==> config.mk <==
export PLATFORM = sky130hd
export DESIGN_NAME = mpu_wake_rx
export DESIGN_NICKNAME = d
export VERILOG_FILES = /design/src/rtl/mpwr_pkg.sv /design/src/rtl/mpwr_sync.sv /design/src/rtl/mpwr_shifter.sv /design/src/rtl/mpwr_flags.sv /design/src/rtl/mpu_wake_rx.sv
export SDC_FILE = /design/constraint.sdc
export NUM_CORES = 1
export LEC_CHECK = 0
export ABC_AREA = 1
export CORE_AREA = 2 2 60 62
export CTS_CLUSTER_DIAMETER = 120
export DETAILED_ROUTE_END_ITERATION = 12
export DIE_AREA = 0 0 62 64
export PLACE_DENSITY = 0.82
export SETUP_SLACK_MARGIN = 0.1
export SYNTH_ARGS = -nofsm -noshare
export SYNTH_HDL_FRONTEND = slang
export SYNTH_HIERARCHICAL = 1
export SYNTH_SLANG_ARGS = --single-unit
==> constraint.sdc <==
create_clock -name clk -period 3.96 [get_ports clk]
set_input_delay 0.792 -clock clk [delete_from_list [all_inputs] [get_ports clk]]
set_output_delay 0.792 -clock clk [all_outputs]
set_load 0.005 [all_outputs]
==> src/rtl/mpwr_pkg.sv <==
package mpwr_pkg;
  typedef enum logic [2:0] {
    RX_IDLE  = 3'd0,
    RX_START = 3'd1,
    RX_DATA  = 3'd2,
    RX_MARK  = 3'd3,
    RX_STOP  = 3'd4,
    RX_WAITH = 3'd5
  } rx_state_e;
endpackage

==> src/rtl/mpwr_sync.sv <==
module mpwr_sync #(
  parameter int STAGES = 2
) (
  input  logic clk,
  input  logic rst_n,
  input  logic d_in,
  output logic d_out
);
  logic [STAGES-1:0] chain_q;

  generate
    for (genvar g = 0; g < STAGES; g++) begin : g_stage
      if (g == 0) begin : g_first
        always_ff @(posedge clk or negedge rst_n) begin
          if (!rst_n) chain_q[g] <= 1'b1;
          else        chain_q[g] <= d_in;
        end
      end else begin : g_next
        always_ff @(posedge clk or negedge rst_n) begin
          if (!rst_n) chain_q[g] <= 1'b1;
          else        chain_q[g] <= chain_q[g-1];
        end
      end
    end
  endgenerate

  assign d_out = chain_q[STAGES-1];
endmodule

==> src/rtl/mpwr_shifter.sv <==
module mpwr_shifter
  import mpwr_pkg::*;
#(
  parameter int OVS    = 16,
  parameter int DATA_W = 8
) (
  input  logic              clk,
  input  logic              rst_n,
  input  logic              en,
  input  logic              tick,
  input  logic              line,
  input  logic              mp_fmt,
  input  logic              len8,
  output logic              done,
  output logic [DATA_W-1:0] byte_o,
  output logic              mpb_o,
  output logic              stop_ok
);
  localparam int CW   = $clog2(OVS);
  localparam int HALF = OVS / 2;
  localparam int IW   = $clog2(DATA_W);

  rx_state_e         st_q, st_n;
  logic [CW-1:0]     cnt_q, cnt_n;
  logic [IW-1:0]     idx_q, idx_n;
  logic [DATA_W-1:0] sh_q, sh_n;
  logic              mpb_q, mpb_n;
  logic              done_q, done_n;
  logic              stop_q, stop_n;
  logic [IW-1:0]     last_idx;
  logic              bit_end;

  assign last_idx = len8 ? IW'(DATA_W - 1) : IW'(DATA_W - 2);
  assign bit_end  = (cnt_q == CW'(OVS - 1));

  always_comb begin
    st_n   = st_q;
    cnt_n  = cnt_q;
    idx_n  = idx_q;
    sh_n   = sh_q;
    mpb_n  = mpb_q;
    stop_n = stop_q;
    done_n = 1'b0;
    if (!en) begin
      st_n  = RX_IDLE;
      cnt_n = '0;
    end else if (tick) begin
      unique case (st_q)
        RX_IDLE: begin
          if (!line) begin
            st_n  = RX_START;
            cnt_n = '0;
          end
        end
        RX_START: begin
          if (cnt_q == CW'(HALF - 1)) begin
            cnt_n = '0;
            idx_n = '0;
            st_n  = line ? RX_IDLE : RX_DATA;
          end else begin
            cnt_n = cnt_q + 1'b1;
          end
        end
        RX_DATA: begin
          if (bit_end) begin
            cnt_n = '0;
            sh_n  = {line, sh_q[DATA_W-1:1]};
            if (idx_q == last_idx) begin
              st_n  = mp_fmt ? RX_MARK : RX_STOP;
              mpb_n = 1'b0;
            end else begin
              idx_n = idx_q + 1'b1;
            end
          end else begin
            cnt_n = cnt_q + 1'b1;
          end
        end
        RX_MARK: begin
          if (bit_end) begin
            cnt_n = '0;
            mpb_n = line;
            st_n  = RX_STOP;
          end else begin
            cnt_n = cnt_q + 1'b1;
          end
        end
        RX_STOP: begin
          if (bit_end) begin
            cnt_n  = '0;
            stop_n = line;
            done_n = 1'b1;
            st_n   = line ? RX_IDLE : RX_WAITH;
          end else begin
            cnt_n = cnt_q + 1'b1;
          end
        end
        RX_WAITH: begin
          if (line) st_n = RX_IDLE;
        end
        default: st_n = RX_IDLE;
      endcase
    end
  end

  always_ff @(posedge clk or negedge rst_n) begin
    if (!rst_n) begin
      st_q   <= RX_IDLE;
      cnt_q  <= '0;
      idx_q  <= '0;
      sh_q   <= '0;
      mpb_q  <= 1'b0;
      done_q <= 1'b0;
      stop_q <= 1'b1;
    end else begin
      st_q   <= st_n;
      cnt_q  <= cnt_n;
      idx_q  <= idx_n;
      sh_q   <= sh_n;
      mpb_q  <= mpb_n;
      done_q <= done_n;
      stop_q <= stop_n;
    end
  end

  assign done    = done_q;
  assign mpb_o   = mpb_q;
  assign stop_ok = stop_q;
  assign byte_o  = len8 ? sh_q : {1'b0, sh_q[DATA_W-1:1]};

  AST_ABORT_IDLE: assert property (@(posedge clk) disable iff (!rst_n)
    !en |=> (st_q == RX_IDLE) && !done_q) else $error("abort");
  AST_DONE_PULSE: assert property (@(posedge clk) disable iff (!rst_n)
    done_q |=> !done_q) else $error("done pulse");
  AST_NO_MARK_PLAIN: assert property (@(posedge clk) disable iff (!rst_n)
    (done_q && !mp_fmt && $past(!mp_fmt)) |-> !mpb_q) else $error("mark");
endmodule

==> src/rtl/mpwr_flags.sv <==
module mpwr_flags #(
  parameter int DATA_W = 8
) (
  input  logic              clk,
  input  logic              rst_n,
  input  logic              srst,
  input  logic              done,
  input  logic [DATA_W-1:0] byte_i,
  input  logic              mpb_i,
  input  logic              stop_ok,
  input  logic              mp_fmt,
  input  logic              wake_en,
  input  logic              rd_stb,
  input  logic              err_clr,
  output logic [DATA_W-1:0] rx_data,
  output logic              rx_mpb,
  output logic              data_full,
  output logic              overrun,
  output logic              frame_err
);
  logic [DATA_W-1:0] data_q, data_n;
  logic              mpb_q, mpb_n;
  logic              df_q, df_n, ov_q, ov_n, fe_q, fe_n;
  logic              accept, load, ovr_set;

  assign accept  = done && (!(mp_fmt && wake_en) || mpb_i);
  assign load    = accept && !df_q;
  assign ovr_set = accept && df_q;

  always_comb begin
    data_n = data_q;
    mpb_n  = mpb_q;
    df_n   = load | ovr_set | (df_q & ~rd_stb);
    ov_n   = ovr_set | (ov_q & ~err_clr);
    fe_n   = (accept & ~stop_ok) | (fe_q & ~err_clr);
    if (load) begin
      data_n = byte_i;
      mpb_n  = mpb_i;
    end
    if (srst) begin
      data_n = '0;
      mpb_n  = 1'b0;
      df_n   = 1'b0;
      ov_n   = 1'b0;
      fe_n   = 1'b0;
    end
  end

  always_ff @(posedge clk or negedge rst_n) begin
    if (!rst_n) begin
      data_q <= '0;
      mpb_q  <= 1'b0;
      df_q   <= 1'b0;
      ov_q   <= 1'b0;
      fe_q   <= 1'b0;
    end else begin
      data_q <= data_n;
      mpb_q  <= mpb_n;
      df_q   <= df_n;
      ov_q   <= ov_n;
      fe_q   <= fe_n;
    end
  end

  assign rx_data   = data_q;
  assign rx_mpb    = mpb_q;
  assign data_full = df_q;
  assign overrun   = ov_q;
  assign frame_err = fe_q;

  AST_DROP_HOLDS: assert property (@(posedge clk) disable iff (!rst_n)
    (done && mp_fmt && wake_en && !mpb_i && !rd_stb && !err_clr && !srst)
    |=> $stable(df_q) && $stable(ov_q) && $stable(fe_q) && $stable(data_q))
    else $error("drop");
  AST_OVR_KEEPS: assert property (@(posedge clk) disable iff (!rst_n)
    (done && df_q && !srst && (!(mp_fmt && wake_en) || mpb_i))
    |=> ov_q && $stable(data_q)) else $error("overrun");
  AST_RD_CLEARS: assert property (@(posedge clk) disable iff (!rst_n)
    (rd_stb && !done && !srst) |=> !df_q) else $error("read");
  AST_SRST_CLEARS: assert property (@(posedge clk) disable iff (!rst_n)
    srst |=> !df_q && !ov_q && !fe_q) else $error("srst");
endmodule

==> src/rtl/mpu_wake_rx.sv <==
module mpu_wake_rx #(
  parameter int OVS         = 16,
  parameter int SYNC_STAGES = 2
) (
  input  logic       clk,
  input  logic       rst_n,
  input  logic       sync_rst,
  input  logic       tick16,
  input  logic       rxd,
  input  logic       rx_en,
  input  logic       stop_mode,
  input  logic       mp_fmt,
  input  logic       wake_en,
  input  logic       len8,
  input  logic       rd_stb,
  input  logic       err_clr,
  output logic [7:0] rx_data,
  output logic       rx_mpb,
  output logic       data_full,
  output logic       overrun,
  output logic       frame_err
);
  localparam int DATA_W = 8;

  logic              line_s;
  logic              rx_act;
  logic              f_done, f_mpb, f_stop;
  logic [DATA_W-1:0] f_byte;

  assign rx_act = rx_en && !stop_mode && !sync_rst;

  mpwr_sync #(.STAGES(SYNC_STAGES)) u_sync (
    .clk(clk), .rst_n(rst_n), .d_in(rxd), .d_out(line_s)
  );

  mpwr_shifter #(.OVS(OVS), .DATA_W(DATA_W)) u_shift (
    .clk(clk), .rst_n(rst_n), .en(rx_act), .tick(tick16), .line(line_s),
    .mp_fmt(mp_fmt), .len8(len8), .done(f_done), .byte_o(f_byte),
    .mpb_o(f_mpb), .stop_ok(f_stop)
  );

  mpwr_flags #(.DATA_W(DATA_W)) u_flags (
    .clk(clk), .rst_n(rst_n), .srst(sync_rst), .done(f_done),
    .byte_i(f_byte), .mpb_i(f_mpb), .stop_ok(f_stop), .mp_fmt(mp_fmt),
    .wake_en(wake_en), .rd_stb(rd_stb), .err_clr(err_clr),
    .rx_data(rx_data), .rx_mpb(rx_mpb), .data_full(data_full),
    .overrun(overrun), .frame_err(frame_err)
  );

  AST_OFF_HOLDS: assert property (@(posedge clk) disable iff (!rst_n)
    (!rx_en && $past(!rx_en) && !rd_stb && !err_clr && !sync_rst)
    |=> $stable(data_full) && $stable(overrun) && $stable(frame_err))
    else $error("off");
endmodule

## Word-level counts from Yosys, hierarchy flattened

Index checks and enable logic that the tools add are counted.

| word-level totals | value |
|---|---|
| register bits | 35 |
| latch bits | 0 |
| memory bits (writable) | 0 |
| bits in read-only memories | 0 |
| input bits | 12 |
| output and inout bits | 12 |
| logic and storage cells | 111 |
| memories kept | 0 |

| cells by class | value |
|---|---|
| add/sub/neg operators | 2 |
| multipliers | 0 |
| divide/modulo/power cells | 0 |
| $lt $le $gt $ge | 0 |
| equality and inequality tests | 22 |
| shifts and indexed selects | 0 |
| mux-type cells | 40 |
| bitwise gates (word level) | 11 |
| reduce and logical (&&, ||, !) cells | 22 |

Operator list:

| kind | number |
|---|---|
| $mux W3 | 14 |
| $mux W8 | 3 |
| $ne A3 B3 Y1 const B | 7 |
| $mux W4 | 5 |
| $pmux W3 S6 | 1 |
| $mux W1 | 13 |
| $pmux W4 S3 | 1 |
| $reduce_and A6 Y1 | 2 |
| $ne A2 B1 Y1 const B | 4 |
| $reduce_and A4 Y1 | 2 |
| $reduce_and A8 Y1 | 1 |
| $eq A3 B2 Y1 const B | 2 |
| $eq A3 B3 Y1 const B | 2 |
| $logic_and A1 B1 Y1 | 6 |
| $pmux W3 S2 | 1 |
| $reduce_bool A2 Y1 | 3 |
| $add A4 B1 Y4 const B | 1 |
| $and A1 B1 Y1 | 4 |
| $eq A4 B3 Y1 const B | 1 |
| $eq A4 B4 Y1 const B | 1 |
| $logic_not A1 Y1 | 4 |
| $ne A2 B2 Y1 const B | 2 |
| $ne A4 B4 Y1 const B | 1 |
| $or A1 B1 Y1 | 4 |
| 10 further kinds | 12 |

## Depth between registers and ports, before layout

Gate-level depths: netlist of run 1.

| logic depth | value |
|---|---|
| depth after elaboration | 8 |
| gate-level depth with buffers | 12 |
| gate-level depth less buffers | 11 |

## Cells and area by module

Netlist of run 1, hierarchy kept.

By module, submodules not included:

| module | times used | cells each | area an instance (um^2) | sequential area each (um^2) |
|---|---|---|---|---|
| mpwr_shifter | 1 | 172 | 1,232.4 | 526.8 |
| mpwr_flags | 1 | 73 | 591.8 | 300.3 |
| mpwr_sync | 1 | 2 | 52.6 | 52.6 |
| mpu_wake_rx | 1 | 3 | 13.8 | 0.0 |

## Worst setup path before layout of run 1

No wires, ideal clock.

| timing | value |
|---|---|
| kind | in2reg |
| start point | input port stop_mode |
| end point | register u_shift.cnt_q[1] |
| library setup time | 121 ps |
| arrival | 1,702 ps |
| data required time | 3,839 ps |
| slack | 2,137 ps |
| stages on the path | 10 |
| buffers on the path | 1 |
| cells stage by stage | inv_1 > nand2_1 > nor2_2 > buf_4 > inv_1 > or2_2 > nand2_1 > nor2_2 > inv_1 > o21ai_1 |

| between the ends | value |
|---|---|
| word-level cells in the longest chain between the ends | 5 |
| elaborated cells on any way between the ends | 8 |
| classes of those cells | 3 x eq/ne; 1 x mux; 4 x reduce/logical |

RTL lines:

| what | line | RTL |
|---|---|---|
| start, declared | mpu_wake_rx.sv:11 | `input logic stop_mode,` |
| $logic_not A1 Y1 * | mpu_wake_rx.sv:30 | `assign rx_act = rx_en && !stop_mode && !sync_rst;` |
| $logic_and A1 B1 Y1 * (2 in a row) | mpu_wake_rx.sv:30 |  |
| named net rx_act | mpu_wake_rx.sv:26 | `logic rx_act;` |
| $ne A4 B4 Y1 (no line), or another cell as far along | n/a |  |
| $reduce_and A3 Y1 (no line) | n/a |  |
| end signal, assigned | mpwr_shifter.sv:116 | `cnt_q <= cnt_n;` |
| end, declared | mpwr_shifter.sv:24 | `logic [CW-1:0] cnt_q, cnt_n;` |

The timed path passes the listed nets; every way through them passes the cells marked *.
A chain may end at the register's enable or synchronous reset.

## Worst setup path after layout of run 1

| timing | value |
|---|---|
| start point | input port sync_rst |
| end point | register u_shift.st_q[2] |

| between the ends | value |
|---|---|
| word-level cells in the longest chain between the ends | 4 |
| elaborated cells on any way between the ends | 12 |
| classes of those cells | 8 x eq/ne; 1 x mux; 3 x reduce/logical |

RTL lines:

| what | line | RTL |
|---|---|---|
| start, declared | mpu_wake_rx.sv:7 | `input logic sync_rst,` |
| $logic_not A1 Y1 * | mpu_wake_rx.sv:30 |  |
| $logic_and A1 B1 Y1 * | mpu_wake_rx.sv:30 |  |
| named net rx_act | mpu_wake_rx.sv:26 |  |
| $ne A3 B3 Y1 (no line) / $ne A2 B2 Y1 (equally long branches) | n/a |  |
| $reduce_and A8 Y1 (no line) | n/a |  |
| end signal, assigned | mpwr_shifter.sv:115 | `st_q <= st_n;` |
| end, declared | mpwr_shifter.sv:23 | `rx_state_e st_q, st_n;` |

Marked as above.

==> results of run 1 <==
## how the worst min path moves through the flow
stage / startpoint / to / slack (ns) / cells past startpoint
2_1_floorplan: u_sync/chain_q[0]$_DFF_PN1_ / u_sync/d_out$_DFF_PN1_ / 0.35 / 0
3_3_place_gp: u_sync/chain_q[0]$_DFF_PN1_ / u_sync/d_out$_DFF_PN1_ / 0.35 / 0
3_5_place_dp: u_sync/chain_q[0]$_DFF_PN1_ / u_sync/d_out$_DFF_PN1_ / 0.35 / 0
4_1_cts: u_sync/chain_q[0]$_DFF_PN1_ / u_sync/d_out$_DFF_PN1_ / 0.36 / 0
5_1_grt: u_sync/chain_q[0]$_DFF_PN1_ / u_sync/d_out$_DFF_PN1_ / 0.37 / 0
6_report: u_sync/chain_q[0]$_DFF_PN1_ / u_sync/d_out$_DFF_PN1_ / 0.36 / 0
## registers in the layout, summed over array words and instances (netlist names)
name and flops:
u_flags/rx_data 8, u_shift/sh_q 8, u_shift/cnt_q 4, u_shift/idx_q 3, u_shift/st_q 3, u_flags/data_full 1, u_flags/frame_err 1, u_flags/overrun 1
u_flags/rx_mpb 1, u_shift/done 1, u_shift/mpb_o 1, u_shift/stop_ok 1, u_sync/chain_q 1, u_sync/d_out 1
## cell families (layout without fill, tap and decap cells)
logic type / after synthesis / after routing / share of synthesized area [%]
compound gates: 31 / 31 / 8.34
xor+xnor: 2 / 2 / 0.927
fa+ha+maj: 2 / 2 / 1.32
buf+inv: 42 / 69 / 8.74
flops: 35 / 35 / 46.5
simple gates: 138 / 138 / 34.2
## layout make-up
class                           instances  area share (%)
Inverter                               37            6.26
Sequential cell                        35            39.6
Clock buffer                            7            2.48
Clock inverter                          1           0.225
Timing Repair Buffer                   24            10.7
Tap cell                               46            2.59
Multi-Input combinational cell        173            38.1
## power by group
| group | switching [mW] | total (mW) | internal [mW] |
|---|---|---|---|
| clock network | 0.116 | 0.202 | 0.0860 |
| registers | 0.00178 | 0.362 | 0.360 |
| logic | 0.0282 | 0.0447 | 0.0165 |
| total | 0.146 | 0.608 | 0.462 |
## cells in the final DEF, fill, tap and decap left out, types with 2 or more instances in the layout
| cell type | synthesis | routed |
|---|---|---|
| sky130_fd_sc_hd__dfrtp_1 | 32 | 32 |
| sky130_fd_sc_hd__inv_1 | 34 | 34 |
| sky130_fd_sc_hd__a21oi_1 | 6 | 6 |
| sky130_fd_sc_hd__nor2_1 | 16 | 16 |
| sky130_fd_sc_hd__ha_1 | 2 | 2 |
| sky130_fd_sc_hd__nand3_4 | 2 | 2 |
| sky130_fd_sc_hd__o21ai_1 | 4 | 4 |
| sky130_fd_sc_hd__nand4_1 | 3 | 3 |
| sky130_fd_sc_hd__nand2_2 | 5 | 5 |
| sky130_fd_sc_hd__nand2_1 | 79 | 79 |
| sky130_fd_sc_hd__dfstp_2 | 3 | 3 |
| sky130_fd_sc_hd__clkbuf_4 | 0 | 5 |
| sky130_fd_sc_hd__nor2_2 | 3 | 3 |
| sky130_fd_sc_hd__xor2_1 | 2 | 2 |
| sky130_fd_sc_hd__nor2_4 | 2 | 2 |
| sky130_fd_sc_hd__clkdlybuf4s50_1 | 0 | 23 |
| sky130_fd_sc_hd__nand3b_1 | 3 | 3 |
| sky130_fd_sc_hd__nand3_1 | 20 | 20 |
| sky130_fd_sc_hd__inv_2 | 3 | 3 |
| sky130_fd_sc_hd__o21ai_0 | 20 | 20 |
## per-stage QoR
stage / total power, mW / utilization (%) / setup slack, ns / instances
floorplan: 0.391 / - / 2.14 / 250
finish: 0.608 / 67.6 / 1.56 / 323
detailed placement: 0.414 / 65.8 / 1.23 / 315
global route: 0.634 / 67.6 / 1.36 / 323
CTS: 0.616 / 67.6 / 1.59 / 323
global placement: 0.413 / 65.8 / 1.25 / 315
## layer usage
metal | vias to the layer above | global-route usage [%] | part of all wire [%]
li1 | 833 | - | -
met1 | 702 | 22.1 | 45
met2 | 44 | 31.0 | 47
met3 | 8 | 7.09 | 5.8
met4 | 0 | 8.51 | 2.4
met5 | - | 0 | 0
==> Flow_metrics.wiki, run 1 <==
{| class="wikitable"
! Metric !! Value
|-
| Insertion delay to the later sink of the worst-skew pair || 0.34 ns
|-
| Slowest cell delay on critical path || 0.63 ns
|-
| # clock sinks || 35
|-
| Dominant register cell in the synthesized netlist || sky130_fd_sc_hd__dfrtp_1
|-
| Number of cells traversed by the worst register-to-register path || 10
|-
| Status || finished, final reports clean
|-
| Area taken by flip-flops and latches || 880 sq um
|-
| Number of hold violations in the final report || 0
|-
| Area Overhead vs Synth || 17.4%
|-
| Number of setup violations in the final report || 0
|-
| Crit-path max FO || 13
|-
| RePlAce Congestion || 0.935
|-
| Aggregate global-route resource usage || 19.2%
|-
| Kind of cell adding the most delay to the critical path || simple AND/OR/NAND/NOR gates
|-
| Synth async-reset ratio || 100%
|-
| Num ports || 24
|-
| Synthesized area || 1890 sq um
|-
| Remaining number of nets flagged by the antenna check after routing || 0
|-
| Capturing point of the worst reg2reg path || u_shift/st_q[2]$_DFFE_PN0P_
|-
| Antenna fix cells || 0
|-
| DRC violations left || 0
|-
| Source of the critical timing path || sync_rst
|-
| Destination of the critical timing path || u_shift/st_q[2]$_DFFE_PN0P_
|-
| Post-detailed-route via-to-cell ratio || 4.91
|-
| Post-detailed-routing wire length || 3280 um
|-
| DRC marker count from the first detailed-route iteration || 91
|-
| TritonCTS clock tree || yes
|-
| Pwr dens || 274 nW/um^2
|-
| Vias in the first global route || 1372
|-
| Synth Register Bits || 35
|-
| Final instance area || 2220 sq um
|-
| Filler cell count || 288
|-
| CTS-repair resized insts || 0
|-
| Detailed Place HPWL || 2480 um
|-
| Die Ht || 64 um
|-
| Area leader, netlist || sky130_fd_sc_hd__dfrtp_1
|-
| Number of rows created at floorplan || 21
|-
| Remaining Overflow, GRT || 0
|-
| Kind of launch point of the worst setup path || input pin
|-
| Effective utilization at floorplan || 57.6%
|-
| Critical Path, Cell by Cell || clkdlybuf4s50_1 > nor2_2 > inv_1 > or2_2 > nand3_1 > nor2_2 > nand2_2 > nand2_1 > nand2_1
|-
| Clock transition at path regs || 0.10 ns
|-
| Placeable core region || 3280 sq um
|-
| Post-Place Cell Area || 2160 sq um
|-
| IR Drop Worst-Case VDD || 193 uV
|-
| Maximum frequency from static timing analysis || 0.417 GHz
|-
| Cell types with the largest area share after synthesis || sky130_fd_sc_hd__dfrtp_1 (42%), sky130_fd_sc_hd__nand2_1 (16%), sky130_fd_sc_hd__inv_1 (6.8%)
|-
| Slack of the worst reg-to-reg path || 2.50 ns
|-
| Number of buffers between clock root and the deepest sink || 2
|-
| Final total negative setup slack || 0 ns
|-
| Arr. time, crit path || 2.68 ns
|-
| CP Class || input pin to register
|-
| Maximum Capacitance Violations || 0
|-
| Per-cell routed wire length || 10.2 um
|-
| Number of vias in the routed layout || 1587
|-
| Root buffer selected by CTS || sky130_fd_sc_hd__clkbuf_4
|-
| Worst Clk Skew || 0.00433 ns
|-
| Endpoint kind of the worst setup timing path || register
|-
| Port buffer count || 23
|-
| Syn avg cell area || 7.56 sq um
|-
| Number of flops mapped to enable cells by yosys || 0
|-
| Area share of the largest cell type after synthesis || 42.4%
|-
| Leakage component of the power || 1.06 nW
|-
| Sequential area share after synthesis || 46.5%
|-
| Total buffers and inverters traversed by the critical path || 2
|-
| Fraction of layout cells with a size suffix above 1 || 10.5%
|-
| # nets final || 290
|-
| Launch instance of the worst register-to-register path || u_shift/cnt_q[1]$_DFFE_PN0P_
|-
| Count of synthesis-stage warnings from yosys || 6
|-
| Most frequent cells after synthesis || sky130_fd_sc_hd__nand2_1 (79), sky130_fd_sc_hd__inv_1 (34), sky130_fd_sc_hd__dfrtp_1 (32)
|-
| Area of the die || 3970 sq um
|-
| Post-CTS setup repair buffer count || 0
|-
| Final period utilization || 60.5%
|-
| Multi-input gate area || 846 sq um
|-
| Post-synthesis cell type count || 27
|-
| Synth Net Count || 264
|-
| Initial antenna violation count || 0
|-
| Number of buffers created by CTS || 5
|-
| CTS H-tree lvls || 2
|-
| Hold-fix buffer count after cts || 0
|-
| Slew at the pin closest to its max-slew limit || 0.458 ns
|-
| Worst hold margin || 0.363 ns
|-
| Cell count after synthesis || 250
|-
| Global-route wire length before repair || 5630 um
|-
| Number of gates on the worst path with buffers counted || 9
|-
| Iteration count of the initial detailed-routing pass || 4
|-
| Largest net degree at the start of global routing || 36
|-
| Crit path required time || 4.25 ns
|-
| Min Clock Period, post-route || 2.40 ns
|-
| Final number of max-transition violations || 0
|-
| Horiz. Die Dim || 62 um
|-
| Most used standard cell by instance count after synthesis || sky130_fd_sc_hd__nand2_1
|-
| Unrepaired setup endpoints after global routing || no
|-
| Worst max-slew margin expressed relative to the limit || 69.4%
|-
| Cell with the biggest individual delay on the critical path || sky130_fd_sc_hd__clkdlybuf4s50_1
|-
| Type of the tightest min-delay check || register to register
|}
Note: power is estimated with default switching activity, not from simulation.
==> run 2, diff against run 1 <==
Settings changed: CORE_AREA 2 2 60 62 to 2 2 66 68, DIE_AREA 0 0 62 64 to 0 0 68 70, PLACE_DENSITY 0.82 to 0.72.
Clock period 3.96 ns to 2.2 ns, I/O delays scaled along.
==> Flow_metrics.wiki, run 2 (synthesis gave the netlist of run 1 again) <==
{| class="wikitable"
! Metric !! Value
|-
| Status || finished, final reports clean
|-
| Post-route worst setup slack || 0.470 ns (-1.09 ns)
|-
| Commonest cells after routing, fill and taps aside || sky130_fd_sc_hd__nand2_1 (79), sky130_fd_sc_hd__inv_1 (34), sky130_fd_sc_hd__dfrtp_1 (32)
|-
| Remaining Overflow, GRT || 0 (unchanged)
|-
| Vias in the first global route || 1460 (+6.4%)
|-
| Fraction of layout cells with a size suffix above 1 || 11.7% (+1.3 points)
|-
| Number of buffers between clock root and the deepest sink || 2 (unchanged)
|-
| Cell with the biggest individual delay on the critical path || sky130_fd_sc_hd__clkdlybuf4s50_1
|-
| Cell internal pwr || 0.934 mW (+100%)
|-
| # nets final || 294 (+1.4%)
|-
| # clock sinks || 35 (unchanged)
|-
| Final period utilization || 78.6%
|-
| Crit path required time || 2.42 ns (-1.83 ns)
|-
| Horiz. Die Dim || 68 um (+9.7%)
|-
| Total buffers and inverters traversed by the critical path || 2 (unchanged)
|-
| Die Ht || 70 um (+9.4%)
|-
| Unrepaired setup endpoints after global routing || no
|-
| TritonCTS clock tree || yes
|-
| Port buffer count || 23 (unchanged)
|-
| Number of setup violations in the final report || 0 (unchanged)
|-
| Post-detailed-routing wire length || 3480 um (+6.2%)
|-
| IR Drop Worst-Case VDD || 300 uV (+56%)
|-
| RePlAce Congestion || 0.831 (-11%)
|-
| Largest net degree at the start of global routing || 36 (unchanged)
|-
| Clock transition at path regs || 0.07 ns (-0.03 ns)
|-
| Register share of total power || 53.7% (-5.7 points)
|-
| Global-route wire length before repair || 6150 um (+9.2%)
|-
| Insertion delay to the later sink of the worst-skew pair || 0.28 ns (-0.06 ns)
|-
| Post-detailed-route via-to-cell ratio || 4.86 (-1.2%)
|-
| Post-CTS setup repair buffer count || 0 (unchanged)
|-
| Number of rows created at floorplan || 24 (+14%)
|-
| Kind of cell adding the most delay to the critical path || simple AND/OR/NAND/NOR gates
|-
| Maximum frequency from static timing analysis || 0.578 GHz
|-
| Per-cell routed wire length || 10.5 um (+3.0%)
|-
| Comb power frac || 7.2% (about the same)
|-
| Effective utilization at floorplan || 45.6% (-12 points)
|-
| Type of the tightest min-delay check || register to register
|-
| Remaining number of nets flagged by the antenna check after routing || 0 (unchanged)
|-
| Area of the die || 4760 sq um (+20%)
|-
| Most frequent standard cell in the layout excluding fill and tap cells || sky130_fd_sc_hd__nand2_1
|-
| Leakage component of the power || 1.09 nW (+3.1%)
|-
| Worst path most repeated cell || sky130_fd_sc_hd__nand2_1
|-
| Total power of the final layout || 1.21 mW (+99%)
|-
| DRC marker count from the first detailed-route iteration || 70 (-23%)
|-
| DRC violations left || 0 (unchanged)
|-
| Min Clock Period, post-route || 1.73 ns
|-
| Area Overhead vs Synth || 21.0%
|-
| Number of hold violations in the final report || 0 (unchanged)
|-
| Worst Clk Skew || 0.00320 ns (-0.00112 ns)
|-
| CP Class || input pin to register
|-
| Final total negative setup slack || 0 ns (unchanged)
|-
| Number of vias in the routed layout || 1617 (+1.9%)
|-
| Kind of launch point of the worst setup path || input pin
|-
| CTS H-tree lvls || 2 (unchanged)
|-
| Final number of max-transition violations || 0 (unchanged)
|-
| Detailed Place HPWL || 2580 um (+4.1%)
|-
| Number of buffers created by CTS || 5 (unchanged)
|-
| Slew at the pin closest to its max-slew limit || 0.437 ns (-0.0204 ns)
|-
| Proportion of total power due to net switching || 22.9% (-1.1 points)
|-
| Worst max-slew margin expressed relative to the limit || 70.9% (+1.5 points)
|-
| Aggregate global-route resource usage || 16.8% (-2.4 points)
|-
| Share of power burned in the clock network || 39.1% (+5.9 points)
|-
| Total net switching power || 0.278 mW (+90%)
|-
| Maximum Capacitance Violations || 0 (unchanged)
|-
| Slowest cell delay on critical path || 0.46 ns (-0.17 ns)
|-
| CTS-repair resized insts || 0 (unchanged)
|-
| Placeable core region || 4140 sq um (+26%)
|-
| Iteration count of the initial detailed-routing pass || 4 (unchanged)
|-
| Worst slack at placement || 0.179 ns (-1.05 ns)
|-
| Crit-path max FO || 6 (-7)
|-
| Pwr dens || 530 nW/um^2 (+93%)
|-
| Arr. time, crit path || 1.95 ns (-0.73 ns)
|-
| Root buffer selected by CTS || sky130_fd_sc_hd__clkbuf_8
|-
| Initial antenna violation count || 0 (unchanged)
|-
| Antenna fix cells || 0 (unchanged)
|-
| Critical Path, Cell by Cell || clkdlybuf4s50_1 > nand2_1 > nor2_2 > inv_1 > or2_2 > nand3_1 > nor2_2 > nand2_2 > nand2_1 > nand2_1
|-
| Endpoint kind of the worst setup timing path || register
|-
| Num ports || 24 (unchanged)
|-
| Hold-fix buffer count after cts || 0 (unchanged)
|-
| Utilization after layout || 55.2% (-12 points)
|}
run 2: cell types whose count changed in the layout (fill, tap and decap cells not counted), sizes merged:
cell and delta:
buf +4
run 2: power groups by stage:
| stage | sequential (mW) | combinational, mW | clock (mW) |
|---|---|---|---|
| finish | 0.651 | 0.0874 | 0.474 |
| global route | 0.651 | 0.0992 | 0.514 |
| CTS | 0.651 | 0.0894 | 0.494 |
| detailed placement | 0.663 | 0.0889 | 0 |
| global placement | 0.663 | 0.0877 | 0 |
| floorplan | 0.663 | 0.0401 | 0 |
run 2: per-layer routing:
layer / share of wire [%] / track usage [%] / up-vias
li1: - / - / 843
met3: 5.9 / 5.15 / 6
met4: 1.3 / 5.78 / 0
met2: 49 / 29.6 / 39
met1: 44 / 18.5 / 729
met5: 0 / 0 / -
run 2: area by class of cell:
cell class	instances	area (sq um)
Fill cell	428	1860
Sequential cell	35	880
Multi-Input combinational cell	173	846
Timing Repair Buffer	28	268
Inverter	37	139
Clock buffer	7	86.3
Tap cell	52	65.1
Clock inverter	1	5.00
run 2: path summary, 6_finish.rpt:
check                                            start                              to  slack, ns  depth (start not counted)
max reg2reg                u_shift/st_q[2]$_DFFE_PN0P_     u_shift/st_q[2]$_DFFE_PN0P_       0.74                          9
min reg2reg                u_sync/chain_q[0]$_DFF_PN1_          u_sync/d_out$_DFF_PN1_       0.36                          0
max                                              rx_en     u_shift/st_q[2]$_DFFE_PN0P_       0.47                         10
min in group asynchronous                        rst_n  u_flags/rx_data[2]$_DFFE_PN0P_       0.56                          2
max in group asynchronous                        rst_n     u_shift/stop_ok$_DFFE_PN1P_       1.29                          2
min                        u_sync/chain_q[0]$_DFF_PN1_          u_sync/d_out$_DFF_PN1_       0.36                          0
run 2: metrics by stage:
step / instances / hold WS (ns) / instance area (sq um)
after global placement: 325 / 0.348 / 2200
after detailed placement: 325 / 0.349 / 2200
after global routing: 333 / 0.359 / 2290
after CTS: 333 / 0.359 / 2290
final: 333 / 0.358 / 2290
after floorplan: 250 / 0.144 / 1890
run 2: worst register-to-register path, cell delays in order, from the launching register on:
cell and delay [ns]:
sky130_fd_sc_hd__dfrtp_1 0.42, sky130_fd_sc_hd__inv_1 0.10, sky130_fd_sc_hd__nand2_1 0.13, sky130_fd_sc_hd__nor2_4 0.19, sky130_fd_sc_hd__nand2_1 0.15, sky130_fd_sc_hd__nand2_1 0.10
sky130_fd_sc_hd__nand2_2 0.08, sky130_fd_sc_hd__nand2_2 0.09, sky130_fd_sc_hd__nand2_1 0.06, sky130_fd_sc_hd__nand2_1 0.07
